[config.mk]
export PLATFORM = sky130hd
export DESIGN_NAME = tlb_lookup
export DESIGN_NICKNAME = d
export VERILOG_FILES = /design/src/rtl/tlb_pkg.sv /design/src/rtl/tlb_entry_match.sv /design/src/rtl/tlb_perm_check.sv /design/src/rtl/tlb_lookup.sv
export SDC_FILE = /design/constraint.sdc
export NUM_CORES = 1
export LEC_CHECK = 0
export BUFFER_PORTS_ARGS = -buffer_cell sky130_fd_sc_hd__buf_4
export CORE_MARGIN = 2
export CORE_UTILIZATION = 29
export CTS_BUF_LIST = sky130_fd_sc_hd__clkbuf_8
export CTS_CLUSTER_DIAMETER = 30
export CTS_CLUSTER_SIZE = 30
export DETAILED_ROUTE_END_ITERATION = 7
export PLACE_DENSITY_LB_ADDON = 0.2
export SLEW_MARGIN = 20
export SYNTH_ARGS = -nofsm -noshare
export SYNTH_HDL_FRONTEND = slang
export SYNTH_SLANG_ARGS = --single-unit
[constraint.sdc]
create_clock -name clk -period 17.1 [get_ports clk]
set_input_delay 1.71 -clock clk [delete_from_list [all_inputs] [get_ports clk]]
set_output_delay 1.71 -clock clk [all_outputs]
set_load 0.01 [all_outputs]
[src/rtl/tlb_pkg.sv]
package tlb_pkg;

  localparam int PAGE_LSB     = 10;   // smallest page is 1 KB
  localparam int MAX_SZ_CODE  = 10;   // 4^10 KB = 1 GB
  localparam int MAX_OFF_BITS = PAGE_LSB + 2 * MAX_SZ_CODE;

  // permission bit positions in an entry
  localparam int PB_SR = 0;
  localparam int PB_UR = 1;
  localparam int PB_SW = 2;
  localparam int PB_UW = 3;
  localparam int PB_SX = 4;
  localparam int PB_UX = 5;

  typedef enum logic [1:0] {
    ACC_FETCH = 2'd0,
    ACC_LOAD  = 2'd1,
    ACC_STORE = 2'd2,
    ACC_CLOAD = 2'd3
  } access_e;

  typedef enum logic [2:0] {
    EXC_NONE  = 3'd0,
    EXC_IMISS = 3'd1,
    EXC_DMISS = 3'd2,
    EXC_EXEC  = 3'd3,
    EXC_WRITE = 3'd4,
    EXC_READ  = 3'd5
  } exc_e;

  // number of effective-address bits that lie inside a page of this size
  function automatic int offset_bits(logic [3:0] sz);
    int k;
    k = (int'(sz) > MAX_SZ_CODE) ? MAX_SZ_CODE : int'(sz);
    return PAGE_LSB + 2 * k;
  endfunction

endpackage

[src/rtl/tlb_entry_match.sv]
module tlb_entry_match
  import tlb_pkg::*;
#(
  parameter int EA_W  = 64,
  parameter int PID_W = 8
) (
  input  logic                     ent_valid,
  input  logic [EA_W-PAGE_LSB-1:0] ent_epn,
  input  logic                     ent_ts,
  input  logic [3:0]               ent_size,
  input  logic [PID_W-1:0]         ent_tid,
  input  logic                     as_bit,
  input  logic [PID_W-1:0]         pid,
  input  logic [EA_W-PAGE_LSB-1:0] ea_page,
  output logic                     hit
);

  localparam int EPN_W = EA_W - PAGE_LSB;

  // 1 on page-number bits that take part in the compare
  function automatic logic [EPN_W-1:0] care_mask(logic [3:0] sz);
    int ob;
    logic [EPN_W-1:0] m;
    ob = offset_bits(sz);
    for (int i = 0; i < EPN_W; i++) m[i] = ((i + PAGE_LSB) >= ob);
    return m;
  endfunction

  logic page_eq, tid_ok, space_ok;

  assign page_eq  = (((ea_page ^ ent_epn) & care_mask(ent_size)) == '0);
  assign tid_ok   = (ent_tid == '0) || (ent_tid == pid);
  assign space_ok = (ent_ts == as_bit);
  assign hit      = ent_valid & space_ok & tid_ok & page_eq;

endmodule

[src/rtl/tlb_perm_check.sv]
module tlb_perm_check
  import tlb_pkg::*;
(
  input  access_e    kind,
  input  logic       pr,
  input  logic [5:0] perm,
  output logic       deny,
  output exc_e       code
);

  logic deny_x, deny_w, deny_r;

  assign deny_x = (kind == ACC_FETCH) && !(pr ? perm[PB_UX] : perm[PB_SX]);
  assign deny_w = (kind == ACC_STORE) && !(pr ? perm[PB_UW] : perm[PB_SW]);
  assign deny_r = ((kind == ACC_LOAD) || (kind == ACC_CLOAD)) &&
                  !(pr ? perm[PB_UR] : perm[PB_SR]);

  assign deny = deny_x | deny_w | deny_r;

  always_comb begin
    if (deny_x)      code = EXC_EXEC;
    else if (deny_w) code = EXC_WRITE;
    else if (deny_r) code = EXC_READ;
    else             code = EXC_NONE;
  end

  // each access kind can raise at most one kind of denial
  always_comb begin
    a_r5_single_denial: assert ($onehot0({deny_x, deny_w, deny_r}));
  end

endmodule

[src/rtl/tlb_lookup.sv]
module tlb_lookup
  import tlb_pkg::*;
#(
  parameter int N_ENTRIES = 8,
  parameter int EA_W      = 64,
  parameter int PID_W     = 8,
  parameter int RA_W      = 44
) (
  input  logic                        clk,
  input  logic                        rst_n,
  input  logic                        wr_en,
  input  logic [$clog2(N_ENTRIES)-1:0] wr_idx,
  input  logic                        wr_valid,
  input  logic [EA_W-11:0]            wr_epn,
  input  logic                        wr_ts,
  input  logic [3:0]                  wr_size,
  input  logic [PID_W-1:0]            wr_tid,
  input  logic [RA_W-11:0]            wr_rpn,
  input  logic [5:0]                  wr_perm,
  input  logic                        inv_all,
  input  logic                        req_valid,
  input  logic [1:0]                  req_kind,
  input  logic                        req_pr,
  input  logic                        req_is,
  input  logic                        req_ds,
  input  logic [PID_W-1:0]            req_pid,
  input  logic [EA_W-1:0]             req_ea,
  output logic                        rsp_valid,
  output logic                        rsp_hit,
  output logic                        rsp_miss,
  output logic                        rsp_multi,
  output logic [2:0]                  rsp_exc,
  output logic [RA_W-1:0]             rsp_ra
);

  localparam int IDX_W = $clog2(N_ENTRIES);
  localparam int EPN_W = EA_W - PAGE_LSB;
  localparam int RPN_W = RA_W - PAGE_LSB;

  // ---------------- entry storage ----------------
  logic [N_ENTRIES-1:0] valid_q;
  logic [EPN_W-1:0]     epn_q  [N_ENTRIES];
  logic                 ts_q   [N_ENTRIES];
  logic [3:0]           size_q [N_ENTRIES];
  logic [PID_W-1:0]     tid_q  [N_ENTRIES];
  logic [RPN_W-1:0]     rpn_q  [N_ENTRIES];
  logic [5:0]           perm_q [N_ENTRIES];

  always_ff @(posedge clk or negedge rst_n) begin
    if (!rst_n) begin
      valid_q <= '0;
    end else begin
      if (inv_all) valid_q <= '0;
      if (wr_en)   valid_q[wr_idx] <= wr_valid;
    end
  end

  always_ff @(posedge clk) begin
    if (wr_en) begin
      epn_q[wr_idx]  <= wr_epn;
      ts_q[wr_idx]   <= wr_ts;
      size_q[wr_idx] <= wr_size;
      tid_q[wr_idx]  <= wr_tid;
      rpn_q[wr_idx]  <= wr_rpn;
      perm_q[wr_idx] <= wr_perm;
    end
  end

  // ---------------- request decode ----------------
  access_e kind;
  logic    as_bit;

  assign kind   = access_e'(req_kind);
  assign as_bit = (kind == ACC_FETCH) ? req_is : req_ds;

  // ---------------- parallel compare ----------------
  logic [N_ENTRIES-1:0] hit_vec;

  for (genvar g = 0; g < N_ENTRIES; g++) begin : g_cmp
    tlb_entry_match #(
      .EA_W (EA_W),
      .PID_W(PID_W)
    ) u_match (
      .ent_valid(valid_q[g]),
      .ent_epn  (epn_q[g]),
      .ent_ts   (ts_q[g]),
      .ent_size (size_q[g]),
      .ent_tid  (tid_q[g]),
      .as_bit   (as_bit),
      .pid      (req_pid),
      .ea_page  (req_ea[EA_W-1:PAGE_LSB]),
      .hit      (hit_vec[g])
    );
  end

  // ---------------- selection ----------------
  function automatic logic several(logic [N_ENTRIES-1:0] v);
    return |(v & (v - 1'b1));
  endfunction

  logic [IDX_W-1:0] sel_idx;
  logic             any_hit;
  logic             multi_hit;

  always_comb begin
    sel_idx = '0;
    for (int i = N_ENTRIES - 1; i >= 0; i--) begin
      if (hit_vec[i]) sel_idx = IDX_W'(i);
    end
  end

  assign any_hit   = |hit_vec;
  assign multi_hit = several(hit_vec);

  // ---------------- address composition ----------------
  function automatic logic [RA_W-1:0] compose_ra(logic [RPN_W-1:0]        rpn,
                                                 logic [MAX_OFF_BITS-1:0] ea_lo,
                                                 logic [3:0]              sz);
    int ob;
    logic [RA_W-1:0] hi, lo, r;
    ob = offset_bits(sz);
    hi = {rpn, {PAGE_LSB{1'b0}}};
    lo = {{(RA_W-MAX_OFF_BITS){1'b0}}, ea_lo};
    for (int i = 0; i < RA_W; i++) r[i] = (i < ob) ? lo[i] : hi[i];
    return r;
  endfunction

  logic [RA_W-1:0] ra_c;
  assign ra_c = compose_ra(rpn_q[sel_idx], req_ea[MAX_OFF_BITS-1:0], size_q[sel_idx]);

  // ---------------- permission check ----------------
  logic perm_deny;
  exc_e perm_code;

  tlb_perm_check u_perm (
    .kind(kind),
    .pr  (req_pr),
    .perm(perm_q[sel_idx]),
    .deny(perm_deny),
    .code(perm_code)
  );

  exc_e miss_code;
  assign miss_code = (kind == ACC_FETCH) ? EXC_IMISS : EXC_DMISS;

  // ---------------- response register ----------------
  exc_e rsp_exc_q;

  always_ff @(posedge clk or negedge rst_n) begin
    if (!rst_n) begin
      rsp_valid <= 1'b0;
      rsp_hit   <= 1'b0;
      rsp_miss  <= 1'b0;
      rsp_multi <= 1'b0;
      rsp_exc_q <= EXC_NONE;
      rsp_ra    <= '0;
    end else begin
      rsp_valid <= req_valid;
      rsp_hit   <= req_valid & any_hit;
      rsp_miss  <= req_valid & ~any_hit;
      rsp_multi <= req_valid & multi_hit;
      if (!req_valid)   rsp_exc_q <= EXC_NONE;
      else if (any_hit) rsp_exc_q <= perm_code;
      else              rsp_exc_q <= miss_code;
      rsp_ra <= (req_valid && any_hit) ? ra_c : '0;
    end
  end

  assign rsp_exc = rsp_exc_q;

  // ---------------- assertions ----------------
  a_r1_answer_next_cycle: assert property (@(posedge clk) disable iff (!rst_n)
    req_valid |=> rsp_valid);

  a_r1_quiet_when_idle: assert property (@(posedge clk) disable iff (!rst_n)
    !req_valid |=> (!rsp_valid && !rsp_hit && !rsp_miss && !rsp_multi &&
                    rsp_exc == 3'd0 && rsp_ra == '0));

  a_r4_hit_or_miss: assert property (@(posedge clk) disable iff (!rst_n)
    rsp_valid |-> (rsp_hit ^ rsp_miss));

  a_r4_miss_code: assert property (@(posedge clk) disable iff (!rst_n)
    rsp_miss |-> ((rsp_exc == 3'd1 || rsp_exc == 3'd2) && rsp_ra == '0));

  a_r8_multi_needs_hit: assert property (@(posedge clk) disable iff (!rst_n)
    rsp_multi |-> rsp_hit);

  a_r10_invalidate_clears: assert property (@(posedge clk) disable iff (!rst_n)
    (inv_all && !wr_en) |=> (valid_q == '0));

  a_r9_write_installs: assert property (@(posedge clk) disable iff (!rst_n)
    (wr_en && wr_valid) |=> valid_q[$past(wr_idx)]);

  // a matching entry is always a valid one
  a_r2_hit_in_valid: assert property (@(posedge clk) disable iff (!rst_n)
    (hit_vec & ~valid_q) == '0);

endmodule

* After elaboration in Yosys (flattened, before gate mapping)
Memories as Yosys holds them, arrays and structs flattened.
Index checks and enable logic that the tools add are counted.
** Word-level totals
- Output and inout bits :: 51
- Memories kept :: 6
- Bits in writable memories :: 856
- Flip-flop bits (word level) :: 59
** Memory list
- epn_q :: words 8, bits a word 54, read ports 8, clocked after memory_dff 0, wr ports 1, RTL line tlb_lookup.sv:42 : logic [EPN_W-1:0] epn_q [N_ENTRIES];
- rpn_q :: words 8, bits a word 34, read ports 1, clocked after memory_dff 0, wr ports 1, RTL line tlb_lookup.sv:46 : logic [RPN_W-1:0] rpn_q [N_ENTRIES];
- tid_q :: words 8, bits a word 8, read ports 8, clocked after memory_dff 0, wr ports 1, RTL line tlb_lookup.sv:45 : logic [PID_W-1:0] tid_q [N_ENTRIES];
- perm_q :: words 8, bits a word 6, read ports 1, clocked after memory_dff 0, wr ports 1, RTL line tlb_lookup.sv:47 : logic [5:0] perm_q [N_ENTRIES];
- size_q :: words 8, bits a word 4, read ports 9, clocked after memory_dff 0, wr ports 1, RTL line tlb_lookup.sv:44 : logic [3:0] size_q [N_ENTRIES];
- ts_q :: words 8, bits a word 1, read ports 8, clocked after memory_dff 0, wr ports 1, RTL line tlb_lookup.sv:43 : logic ts_q [N_ENTRIES];
** Cells by class
- Bitwise logic cells :: 45
- Add/subtract/negate cells :: 10
- Magnitude comparators :: 487
- Reductions and logical operators :: 36
- Muxes and demuxes :: 79
- Equality and inequality tests :: 19
** Operators with widths (count)
- $ge A7 B32 Y1 const A :: 256
- $ge A6 B32 Y1 const A :: 128
- $ge A5 B32 Y1 const A :: 48
- $and A54 B54 Y54 :: 8
- $logic_not A54 Y1 :: 8
- $xor A54 B54 Y54 :: 8
- $add A5 B32 Y32 const A :: 8
- $lt A5 B6 Y1 const A :: 16
- $lt A6 B6 Y1 const A :: 12
- $eq A8 B8 Y1 :: 8
- $logic_not A8 Y1 :: 8
- $mux W1 :: 51
- $lt A4 B6 Y1 const A :: 8
- $mux W44 :: 1
- $mux W3 :: 13
- $gt A4 B4 Y1 const B :: 9
- $mux W4 :: 9
- $and A1 B1 Y1 :: 27
- $lt A3 B6 Y1 const A :: 4
- $mux W8 :: 2
- $reduce_or A8 Y1 :: 2
- $lt A1 B6 Y1 const A :: 2
- $lt A2 B6 Y1 const A :: 2
- $logic_or A1 B1 Y1 :: 9
- 15 further kinds :: 29

* Logic depth before layout (Yosys ltp)
Gate-level depths: netlist of run 1.
An unclocked memory read counts as a cell.
- Word-level depth :: 25
- Gate-level depth with buffers :: 27
- Gate-level depth less buffers :: 22

* Cells and area by module
From an unflattened synthesis of run 1, not the netlist that was laid out.
** Unflattened totals
- Cells, all modules :: 2966
- Area total of the unflattened synthesis :: 40093.5 sq um
** Modules (own cells, without submodules)
- tlb_lookup :: cells an instance 1786, instances 1, seq. area each 27181.1 sq um, area an instance 31432.6 sq um
- tlb_entry_match :: cells an instance 146, instances 8, seq. area each 0.0 sq um, area an instance 1073.5 sq um
- tlb_perm_check :: cells an instance 12, instances 1, seq. area each 0.0 sq um, area an instance 72.6 sq um

* Least setup slack after synthesis of run 1
No wires, ideal clock.
- Path kind :: in2reg
- Start :: input port wr_idx[0]
- End :: register valid_q[0]
- Required time :: 16633 ps
- Setup slack :: 6796 ps
- Library setup time :: 467 ps
- Arrival :: 9836 ps
- Cell stages on the path :: 3
- Cells stage by stage :: nand2b_1 nor3_1 o21ai_0
** Between the ends
- Cells in the longest elaborated chain, start to end :: 6
- Elaborated cells between the ends (all ways) :: 7
- Classes of those cells :: order compare (2); mux (4); reduce/logical (1)
** Ends and longest elaborated chain
- start: declaration :: RTL line tlb_lookup.sv:12 : input logic [$clog2(N_ENTRIES)-1:0] wr_idx,
- $lt A3 B4 Y1 (implied by the code) or $ge A3 B1 Y1 (tied branches) :: RTL line tlb_lookup.sv:54 : if (wr_en) valid_q[wr_idx] <= wr_valid;
- $logic_and A1 B1 Y1 (implied by the code) :: RTL line tlb_lookup.sv:54
- $mux W1 (implied by the code) :: RTL line tlb_lookup.sv:54
- $demux W1 S3 * :: RTL line tlb_lookup.sv:54
- $bwmux W8 * :: RTL line tlb_lookup.sv:54
- $mux W8 * :: RTL line tlb_lookup.sv:54
- end signal: indexed assignment :: RTL line tlb_lookup.sv:54
- end: declaration :: RTL line tlb_lookup.sv:41 : logic [N_ENTRIES-1:0] valid_q;
Every way passes the cells marked *; elsewhere a longest branch is shown, timed or not.

==> reports/metrics.csv, run 1 <==
stage;metric;value;unit
outcome;status;completed;
grt;grt_max_degree;110;
setup_path;cpPeakStageDelay;0.91;ns
yosys;synth_ff_type;edfxtp_1;
yosys;syn_inst;2845;
setup_path;startpoint;size_q[4][3]$_DFFE_PP_;
routing;vias;25400;
cells_and_area;seq_area;27200;sq um
yosys;synth_most_common_cell;edfxtp_1;
timing;slew_viol_final;0;
timing;worstMarginPinSlew;1.13;ns
hold_path;hp-start;valid_q[6]$_DFF_PN0_;
timing;relSlewSlack;24.1;%
power;internal_power;4150;uW
grt;antenna_found_initial;18;
timing;holdWs;0.556;ns
yosys;ys_seq_area_share;66.0;%
setup_path;crit_buf_inv;3;
grt;grt.total_usage;18.6;%
die;rows;138;
yosys;ys_ff_latch;915;
clock_network;clock-root-buffer;clkbuf_8;
setup_path;critPathTopFamily;compound AO/OA/AOI/OAI gates;
yosys;netlist_top_cells_count;856 x edfxtp_1, 280 x xnor2_1, 231 x xor2_1;
cells_and_area;synthToLayoutAreaGrowth;19.8;%
yosys;synthArstFlopShare;6.45;%
setup_path;crit_type;register to register;
clock_network;cts_resized;0;
cells_and_area;drive_gt1_share;21.0;%
cells_and_area;final_area;49300;sq um
clock_network;cts.sinks;915;
flow_run;drv_cap;0;
power;ir_drop;86.7;uV
placement;dp_hpwl;93.1;mm
yosys;netlist_area;41200;sq um
yosys;synth-edff-count;856;
clock_network;postCtsHoldBufs;0;
clock_network;postCtsSetupRepairBufs;0;
clock_network;clk_pin_slew;0.06;ns
timing;setup_viol;0;
power;clock_power_share;46.8;%
setup_path;path_cells;o21ai_0, nand2_1, inv_1, ha_1, nor3_1, o22ai_1, o41ai_1, nand4_1, or3_1, nand4_1, and2_2, buf_4, o221ai_1, o22ai_2, a21boi_1, ha_1, inv_1, o2111ai_1, a21boi_1, a21o_1, a21oi_1;
yosys;synth_nets;3064;
timing;fin_crit_sh;44.4;%
setup_path;crit_path_start_kind;register;
hold_path;hold_path.class;register to register;
yosys;synth_top_area_share;62.4;%
routing;ant_nets;0;
yosys;yosysWarnings;0;
routing;post_drt_wl_per_cell;26.3;um
die;chipWidth;381;um
timing;hold_violations;0;
routing;viasPerCell;4.85;
routing;wl_met2;66.2;mm
clock_network;cts_max_level;4;
die;fp.coreArea;141000;sq um
timing;skew;0.0504;ns
clock_network;cts_max_path_buffers;3;
placement;gp_congestion;0.915;
setup_path;setup.worst_path.end;rsp_ra[26]$_DFF_PN0_;
power;power.leakage;0.0167;uW
power;powerDensity;111;nW/um^2
routing;drt-met1-wl;58.8;mm
setup_path;worstReg2RegStart;size_q[4][3]$_DFFE_PP_;
power;power.switching;1340;uW
setup_path;cp_data_arrival_time;8.33;ns
setup_path;crit_path_top_delay_cell;o41ai_1;
setup_path;r2r_setup_slack;9.51;ns
timing;setup_tns;0;ns
placement;placed_area;45000;sq um
die;die_h;381;um
cells_and_area;final_nets;3393;
clock_network;clock_latency;0.92;ns
setup_path;rr_worst_depth;21;
routing;drc;0;
timing;rsz0062_at_grt;no;
power;power_frac_seq;46.6;%
timing;fin_crit;7.59;ns
routing;drt-initial-drc-count;2152;
clock_network;cts_buffers;199;
grt;grt_pass1_wl;192;mm
setup_path;cp_num_cells;21;
yosys;avgSynthCellArea;14.5;sq um
placement;port_buffers;243;
setup_path;critical_path.max_fanout;69;
power;comb_power_share;6.6;%
yosys;ys_types;114;
timing;timing.fmax;132;MHz
clock_network;cts_tree;done;
cells_and_area;nFillCells;13800;
grt;grt_pass1_vias;25500;
die;design.die.area;145000;sq um
routing;top_layer;met5;
cells_and_area;multi_input_area;13200;sq um
routing;dr.pass1.iters;8;
grt;grt_overflow;0;
yosys;synth_largest_area_cell;edfxtp_1;
setup_path;crit_path_end_kind;register;
die;io_pins;244;
setup_path;critPathRequiredTime;17.83;ns
routing;wl_met3;8.81;mm
die;start_util;29.2;%
setup_path;reg2reg_to;rsp_ra[26]$_DFF_PN0_;
power;swShare;24.3;%
routing;drt_wl_total;138;mm
yosys;synthTopCellsByArea;edfxtp_1 62%, xnor2_1 6.0%, xor2_1 4.9%;
[tightest hold or removal path, stage by stage (launching register included)]
cell      delay, ns
dfrtp_1        0.38
nand2b_1       0.07
o21ai_0        0.07
[through the flow]
stage | instances | total power [uW] | utilization, % | setup WS [ns]
CTS | 5235 | 5550 | 34.9 | 9.65
global route | 5238 | 5680 | 34.9 | 9.07
global placement | 4862 | 2960 | 31.8 | 9.16
finish | 5241 | 5490 | 34.9 | 9.51
floorplan | 2845 | 2790 | - | 6.80
detailed placement | 4863 | 2960 | 31.8 | 9.03
[placed cells by master (no fill, tap or decap), types with 59 or more instances in the layout]
| cell | count |
|---|---|
| a21oi_1 | 95 |
| nand4_1 | 75 |
| xor2_1 | 231 |
| xnor2_1 | 280 |
| edfxtp_1 | 856 |
| buf_4 | 272 |
| clkbuf_8 | 210 |
| mux2i_1 | 133 |
| nor2_1 | 133 |
| nand2_1 | 110 |
| dfrtp_1 | 59 |
| inv_1 | 85 |
[metal layers]
layer	global-route usage (%)	vias up
met5	0	-
met4	6.24	22
met3	4.23	220
met2	30.7	886
met1	24.1	12800
li1	-	11500
[layout make-up]
type / instances / area share [%]
Clock inverter: 162 / 2.96
Sequential cell: 915 / 55.1
Multi-Input combinational cell: 1738 / 26.7
Clock buffer: 210 / 5.86
Inverter: 45 / 0.342
Antenna cell: 6 / 0.0304
Tap cell: 1890 / 4.79
Timing Repair Buffer: 275 / 4.26
[flip-flops by register name, indices dropped and copies added, names as in the netlist]
register   count
valid_q        8
epn_q        432
perm_q        48
ts_q           8
size_q        32
rsp_multi      1
tid_q         64
rpn_q        272
rsp_valid      1
rsp_exc        3
rsp_hit        1
rsp_ra        44
rsp_miss       1
[cell families (layout without fill, tap and decap cells)]
group | after synthesis | after routing | share of synthesized area [%]
flip-flops | 915 | 915 | 66.0
AND/OR/NAND/NOR | 582 | 582 | 7.62
XOR/XNOR | 511 | 511 | 10.9
AO/OA/AOI/OAI | 425 | 425 | 7.50
multiplexers | 192 | 192 | 4.86
buffers and inverters | 192 | 692 | 2.29
adder cells (fa/ha/maj) | 28 | 28 | 0.839
other | 0 | 6 | 0
[worst min path at each step]
stage / cells past startpoint / slack, ns / endpoint
2_1_floorplan: 2 / 0.52 / valid_q[6]$_DFF_PN0_
4_1_cts: 2 / 0.55 / valid_q[7]$_DFF_PN0_
6_report: 2 / 0.56 / valid_q[6]$_DFF_PN0_
3_5_place_dp: 2 / 0.54 / valid_q[6]$_DFF_PN0_
5_1_grt: 2 / 0.58 / valid_q[6]$_DFF_PN0_
3_3_place_gp: 2 / 0.54 / valid_q[7]$_DFF_PN0_
[power by group through the flow]
stage | Combinational, uW | Sequential (uW) | Clock (uW)
5_1_grt | 387 | 2560 | 2730
2_1_floorplan | 189 | 2600 | 0
4_1_cts | 367 | 2550 | 2630
3_5_place_dp | 364 | 2600 | 0
3_3_place_gp | 365 | 2600 | 0
6_report | 362 | 2560 | 2570
No activity file was read; power rests on OpenSTA's default activity.
==> run 2, diff against run 1 <==
clock period = 7.85 ns   (was 17.1 ns; I/O delays follow)
==> run 2 against run 1 <==
Fmax is 5.6% higher. Worst hold slack got worse by 0.46 ns. Clock skew increased by 0.0026 ns. Register-to-register slack got worse by 8.8 ns. Highest routed layer unchanged.
==> reports/metrics.csv, run 2 (synthesis results as in run 1) <==
stage;metric;value;unit;change
grt;grt_overflow;0;;unchanged
timing;hold_violations;0;;unchanged
power;comb_power_share;6.4;%;-0.2 points
routing;vias;25600;;+0.74%
clock_network;postCtsSetupRepairBufs;0;;unchanged
cells_and_area;final_nets;3440;;+1.4%
routing;wl_met3;8.47;mm;-3.9%
grt;antenna_found_initial;19;;+1
setup_path;path_cells;o21ai_0, nand2_1, inv_1, ha_1, nand2_1, o31ai_1, nor4b_1, nand3_1, or3b_2, or3_1, nand2b_1, a31oi_4, buf_4, o211a_1, o22ai_2, a21boi_1, ha_1, inv_1, o2111ai_1, a21boi_1, a21o_1, a21oi_1;;
timing;fin_crit_sh;91.6;%;+47 points
power;ir_drop;140;uV;+61%
setup_path;critPathRequiredTime;8.60;ns;-9.23 ns
clock_network;clock_latency;0.94;ns;+0.02 ns
power;power.switching;3050;uW;+130%
power;internal_power;9500;uW;+130%
cells_and_area;drive_gt1_share;21.6;%;+0.53 points
power;swShare;24.3;%;-0.055 points
placement;port_buffers;243;;unchanged
grt;grt_max_degree;110;;unchanged
die;chipWidth;381;um;unchanged
routing;dr.pass1.iters;7;;-1
timing;rsz0062_at_grt;no;;
power;power_frac_seq;44.4;%;-2.2 points
hold_path;hold_depth;1;;-1
power;powerDensity;250;nW/um^2;+120%
timing;timing.fmax;139;MHz;+5.6%
cells_and_area;final_common_cell;edfxtp_1;;
flow_run;drv_cap;0;;unchanged
routing;viasPerCell;4.84;;-0.15%
grt;grt.total_usage;18.8;%;+0.15 points
die;start_util;29.2;%;unchanged
die;io_pins;244;;unchanged
routing;ant_nets;0;;unchanged
hold_path;hold_path.class;input pin to register;;
placement;gp_congestion;0.950;;+3.8%
clock_network;clk_pin_slew;0.06;ns;about the same
cells_and_area;regMostFlops;epn_q;;
grt;grt_pass1_wl;194;mm;+0.99%
die;die_h;381;um;unchanged
timing;setup_viol;0;;unchanged
placement;dp.cells;4871;;+0.16%
clock_network;cts_resized;0;;unchanged
die;fp.coreArea;141000;sq um;unchanged
clock_network;postCtsHoldBufs;30;;+30
setup_path;cpPeakStageDelay;0.82;ns;-0.09 ns
cells_and_area;final_cell_mix;856 x edfxtp_1, 281 x buf_4, 280 x xnor2_1, 231 x xor2_1, 215 x clkbuf_8;;
power;power.leakage;0.0170;uW;+2.0%
clock_network;cts_max_path_buffers;3;;unchanged
timing;relSlewSlack;28.6;%;+4.5 points
routing;drc;0;;unchanged
cells_and_area;synthToLayoutAreaGrowth;21.9;%;
setup_path;crit_type;register to register;;
clock_network;cts_buffers;208;;+4.5%
placement;dp_hpwl;94.0;mm;+0.97%
die;design.die.area;145000;sq um;unchanged
setup_path;crit_path_end_kind;register;;
cells_and_area;fin_cells;5288;;+0.90%
routing;post_drt_wl_per_cell;26.1;um;-0.75%
timing;setup_slack;0.659;ns;-8.85 ns
routing;drt-met1-wl;59.2;mm;+0.75%
routing;drt_wl_total;138;mm;+0.14%
setup_path;cp_data_arrival_time;7.94;ns;-0.39 ns
routing;wl_met2;66.5;mm;+0.54%
timing;holdWs;0.0988;ns;-0.457 ns
placement;place_ws;0.772;ns;-8.25 ns
setup_path;rr_worst_depth;22;;+4.8%
timing;fin_crit;7.19;ns;-0.402 ns
timing;setup_tns;0;ns;unchanged
setup_path;crit_path_top_delay_cell;o31ai_1;;
setup_path;critical_path.max_fanout;16;;-77%
die;rows;138;;unchanged
timing;slew_viol_final;0;;unchanged
routing;drt-initial-drc-count;1938;;-9.9%
clock_network;cts_max_level;4;;unchanged
timing;worstMarginPinSlew;1.07;ns;-0.0568 ns
routing;top_layer;met5;;
power;clock_power_share;49.2;%;+2.4 points
clock_network;clock-root-buffer;clkbuf_8;;
cells_and_area;largest_register_ffs;432;;unchanged
outcome;status;completed;;
grt;grt_pass1_vias;26100;;+2.1%
setup_path;crit_path_start_kind;register;;
clock_network;cts.sinks;915;;unchanged
timing;skew;0.0529;ns;+0.00257 ns
cells_and_area;top_regs;epn_q: 432 flops, rpn_q: 272 flops, tid_q: 64 flops;;
clock_network;cts_tree;done;;
run 2: metrics by stage:
stage,total power (uW),util [%],instance area [sq um]
after floorplan,6070,-,41200
after global placement,6460,31.9,45000
after detailed placement,6460,31.9,45000
after CTS,12700,35.5,50200
after global routing,13000,35.5,50200
final,12500,35.5,50200
run 2: layout make-up:
cell class,instances,area [sq um]
multi-input cells,1738,13200
clock inverters,167,1880
fillers,13800,91100
flip-flops and latches,915,27200
inverters,45,169
well taps,1890,2360
diodes,5,12.5
clock buffers,215,2960
repair buffers,313,2450
run 2: routing by layer:
layer	vias to the layer above	GRT usage [%]
li1	11600	-
met1	13000	24.4
met2	817	31.0
met3	201	4.31
met4	24	6.04
met5	-	0
run 2: path summary, 6_finish.rpt:
kind,from,end,slack [ns]
min in group asynchronous,rst_n,rsp_ra[16]$_DFF_PN0_,0.26
worst min register to register,valid_q[7]$_DFF_PN0_,valid_q[7]$_DFF_PN0_,0.56
worst min-delay path,wr_rpn[18],rpn_q[1][18]$_DFFE_PP_,0.1
worst max-delay path,size_q[0][2]$_DFFE_PP_,rsp_ra[26]$_DFF_PN0_,0.66
max in group asynchronous,rst_n,rsp_multi$_DFF_PN0_,6.44
worst max register to register,size_q[0][2]$_DFFE_PP_,rsp_ra[26]$_DFF_PN0_,0.66
run 2: power groups by stage:
| stage | Sequential (uW) | Combinational [uW] | Clock (uW) |
|---|---|---|---|
| 3_3_place_gp | 5660 | 800 | 0 |
| 6_report | 5570 | 808 | 6170 |
| 3_5_place_dp | 5660 | 798 | 0 |
| 2_1_floorplan | 5650 | 412 | 0 |
| 5_1_grt | 5580 | 865 | 6570 |
| 4_1_cts | 5570 | 816 | 6320 |
run 2: worst max-delay path: cells and delay by family (launching register included):
kind	cells	cell delay [ns]
flip-flops	1	0.52
AO/OA/AOI/OAI	10	3.05
buffers and inverters	3	0.56
AND/OR/NAND/NOR	7	2.02
adder cells (fa/ha/maj)	2	0.84
==> run 3, diff against run 2 <==
CTS_BUF_LIST = not set   (was sky130_fd_sc_hd__clkbuf_8)
==> run 3 against run 2 <==
Clock power up 44%. Critical path depth did not move. Clock skew up 0.016 ns. Final area up 4.4%.
==> reports/metrics.csv, run 3 (synthesis results as in run 1) <==
stage;metric;value;unit;change
timing;timing.fmax;139;MHz;+0.11%
die;design.die.area;145000;sq um;unchanged
outcome;status;completed;;
setup_path;critical_path.max_fanout;16;;unchanged
clock_network;postCtsSetupRepairBufs;0;;unchanged
clock_network;cts_resized;0;;unchanged
cells_and_area;drive_gt1_share;21.8;%;+0.19 points
die;fp.coreArea;141000;sq um;unchanged
setup_path;crit_path_start_kind;register;;
grt;grt_pass1_wl;195;mm;+0.27%
timing;rsz0062_at_grt;no;;
clock_network;clk_pin_slew;0.05;ns;about the same
timing;fin_crit_sh;91.5;%;-0.097 points
timing;worstMarginPinSlew;1.09;ns;+0.0185 ns
setup_path;cp_data_arrival_time;7.85;ns;-0.09 ns
setup_path;critPathRequiredTime;8.51;ns;-0.09 ns
placement;gp_congestion;0.950;;unchanged
setup_path;crit_type;register to register;;
cells_and_area;final_nets;3411;;-0.84%
placement;dp_hpwl;94.0;mm;unchanged
timing;slew_viol_final;0;;unchanged
setup_path;startpoint;size_q[0][2]$_DFFE_PP_;;
routing;viasPerCell;4.87;;+0.61%
grt;grt_overflow;0;;unchanged
cells_and_area;largest_register_ffs;432;;unchanged
setup_path;crit_path_end_kind;register;;
timing;fin_crit;7.18;ns;-0.00762 ns
die;io_pins;244;;unchanged
placement;port_buffers;243;;unchanged
cells_and_area;final_common_cell;edfxtp_1;;
setup_path;worstReg2RegStart;size_q[0][2]$_DFFE_PP_;;
grt;grt_pass1_vias;26000;;-0.36%
routing;vias;25600;;-0.020%
die;chipWidth;381;um;unchanged
clock_network;clock-root-buffer;clkbuf_16;;
cells_and_area;synthToLayoutAreaGrowth;27.2;%;
clock_network;cts_max_level;4;;unchanged
die;rows;138;;unchanged
clock_network;cts_buffers;208;;unchanged
cells_and_area;final_area;52400;sq um;+4.4%
clock_network;cts_tree;done;;
timing;setup_viol;0;;unchanged
cells_and_area;regMostFlops;epn_q;;
clock_network;clock_latency;0.84;ns;-0.10 ns
grt;grt_max_degree;110;;unchanged
timing;hold_violations;0;;unchanged
cells_and_area;final_cell_mix;856 x edfxtp_1, 281 x buf_4, 280 x xnor2_1, 231 x xor2_1, 208 x clkbuf_16;;
clock_network;cts.sinks;915;;unchanged
die;start_util;29.2;%;unchanged
hold_path;hold_path.class;input pin to register;;
clock_network;cts_max_path_buffers;3;;unchanged
routing;drt_wl_total;138;mm;about the same
cells_and_area;top_regs;epn_q: 432 flops, rpn_q: 272 flops, tid_q: 64 flops;;
grt;antenna_found_initial;17;;-2
timing;skew;0.0693;ns;+0.0163 ns
cells_and_area;nFillCells;13500;;-2.0%
routing;dr.pass1.iters;5;;-2
power;power.leakage;0.0179;uW;+5.3%
routing;post_drt_wl_per_cell;26.3;um;+0.70%
grt;grt.total_usage;18.9;%;+0.072 points
routing;drt-initial-drc-count;2093;;+8.0%
routing;ant_nets;0;;unchanged
timing;relSlewSlack;27.3;%;-1.2 points
hold_path;hp-start;req_ea[7];;
placement;placed_area;45000;sq um;unchanged
power;ir_drop;170;uV;+22%
routing;drc;0;;unchanged
flow_run;drv_cap;0;;unchanged
power;powerDensity;291;nW/um^2;+16%
die;die_h;381;um;unchanged
timing;setup_tns;0;ns;unchanged
run 3: metrics by stage:
stage	hold WS (ns)	worst slack [ns]	total power, uW	utilization (%)	cells
after CTS	0.119	0.719	15400	37.1	5254
after floorplan	0.489	1.53	6070	-	2845
after global routing	0.139	0.272	15700	37.1	5254
final	0.173	0.666	15300	37.1	5255
after detailed placement	0.552	0.772	6460	31.9	4871
after global placement	0.537	0.811	6460	31.9	4871
run 3: timing repair:
item,in CTS,in global routing
endpoints found under the hold margin,9,0
setup endpoints to repair,0,0
hold buffers,1,0
run 3: cell type report:
type	instances	area (sq um)	area share, %
Sequential cell	915	27200	51.9
Clock buffer	239	5390	10.3
Antenna cell	1	2.50	0.00478
Clock inverter	143	1960	3.75
Multi-Input combinational cell	1738	13200	25.1
Tap cell	1890	2360	4.51
Timing Repair Buffer	284	2160	4.12
Inverter	45	169	0.322
run 3: where the power goes:
part	total (uW)	switching [uW]	leakage [uW]	internal, uW
registers	5580	63.8	0.00859	5510
clock network	8880	2880	0.00348	6010
logic	794	528	0.00584	266
run 3: worst paths after layout:
kind	slack (ns)	depth (start not counted)	end
max in group asynchronous	6.37	3	valid_q[3]$_DFF_PN0_
min in group asynchronous	0.35	2	rsp_ra[17]$_DFF_PN0_
max	0.67	22	rsp_ra[26]$_DFF_PN0_
max reg2reg	0.67	22	rsp_ra[26]$_DFF_PN0_
min reg2reg	0.55	2	valid_q[7]$_DFF_PN0_
min	0.17	2	rsp_ra[7]$_DFF_PN0_
run 3: critical path, cell delays in order, from the launching register on:
cell and delay, ns:
edfxtp_1 0.52, o21ai_0 0.41, nand2_1 0.20, inv_1 0.12, ha_1 0.40, nand2_1 0.16
o31ai_1 0.84, nor4b_1 0.39, nand3_1 0.14, or3b_2 0.49, or3_1 0.45, nand2b_1 0.19
a31oi_4 0.08, buf_4 0.27, o211a_1 0.19, o22ai_2 0.28, a21boi_1 0.34, ha_1 0.43
inv_1 0.16, o2111ai_1 0.21, a21boi_1 0.47, a21o_1 0.20, a21oi_1 0.06
run 3: routing by layer:
metal  vias to the layer above  wire length (um)  GRT usage [%]
li1                      11500                 -              -
met1                     13000             59200           24.4
met2                       850             67000           31.2
met3                       198              8490           4.41
met4                        24              3150           5.69
met5                         -               161              0
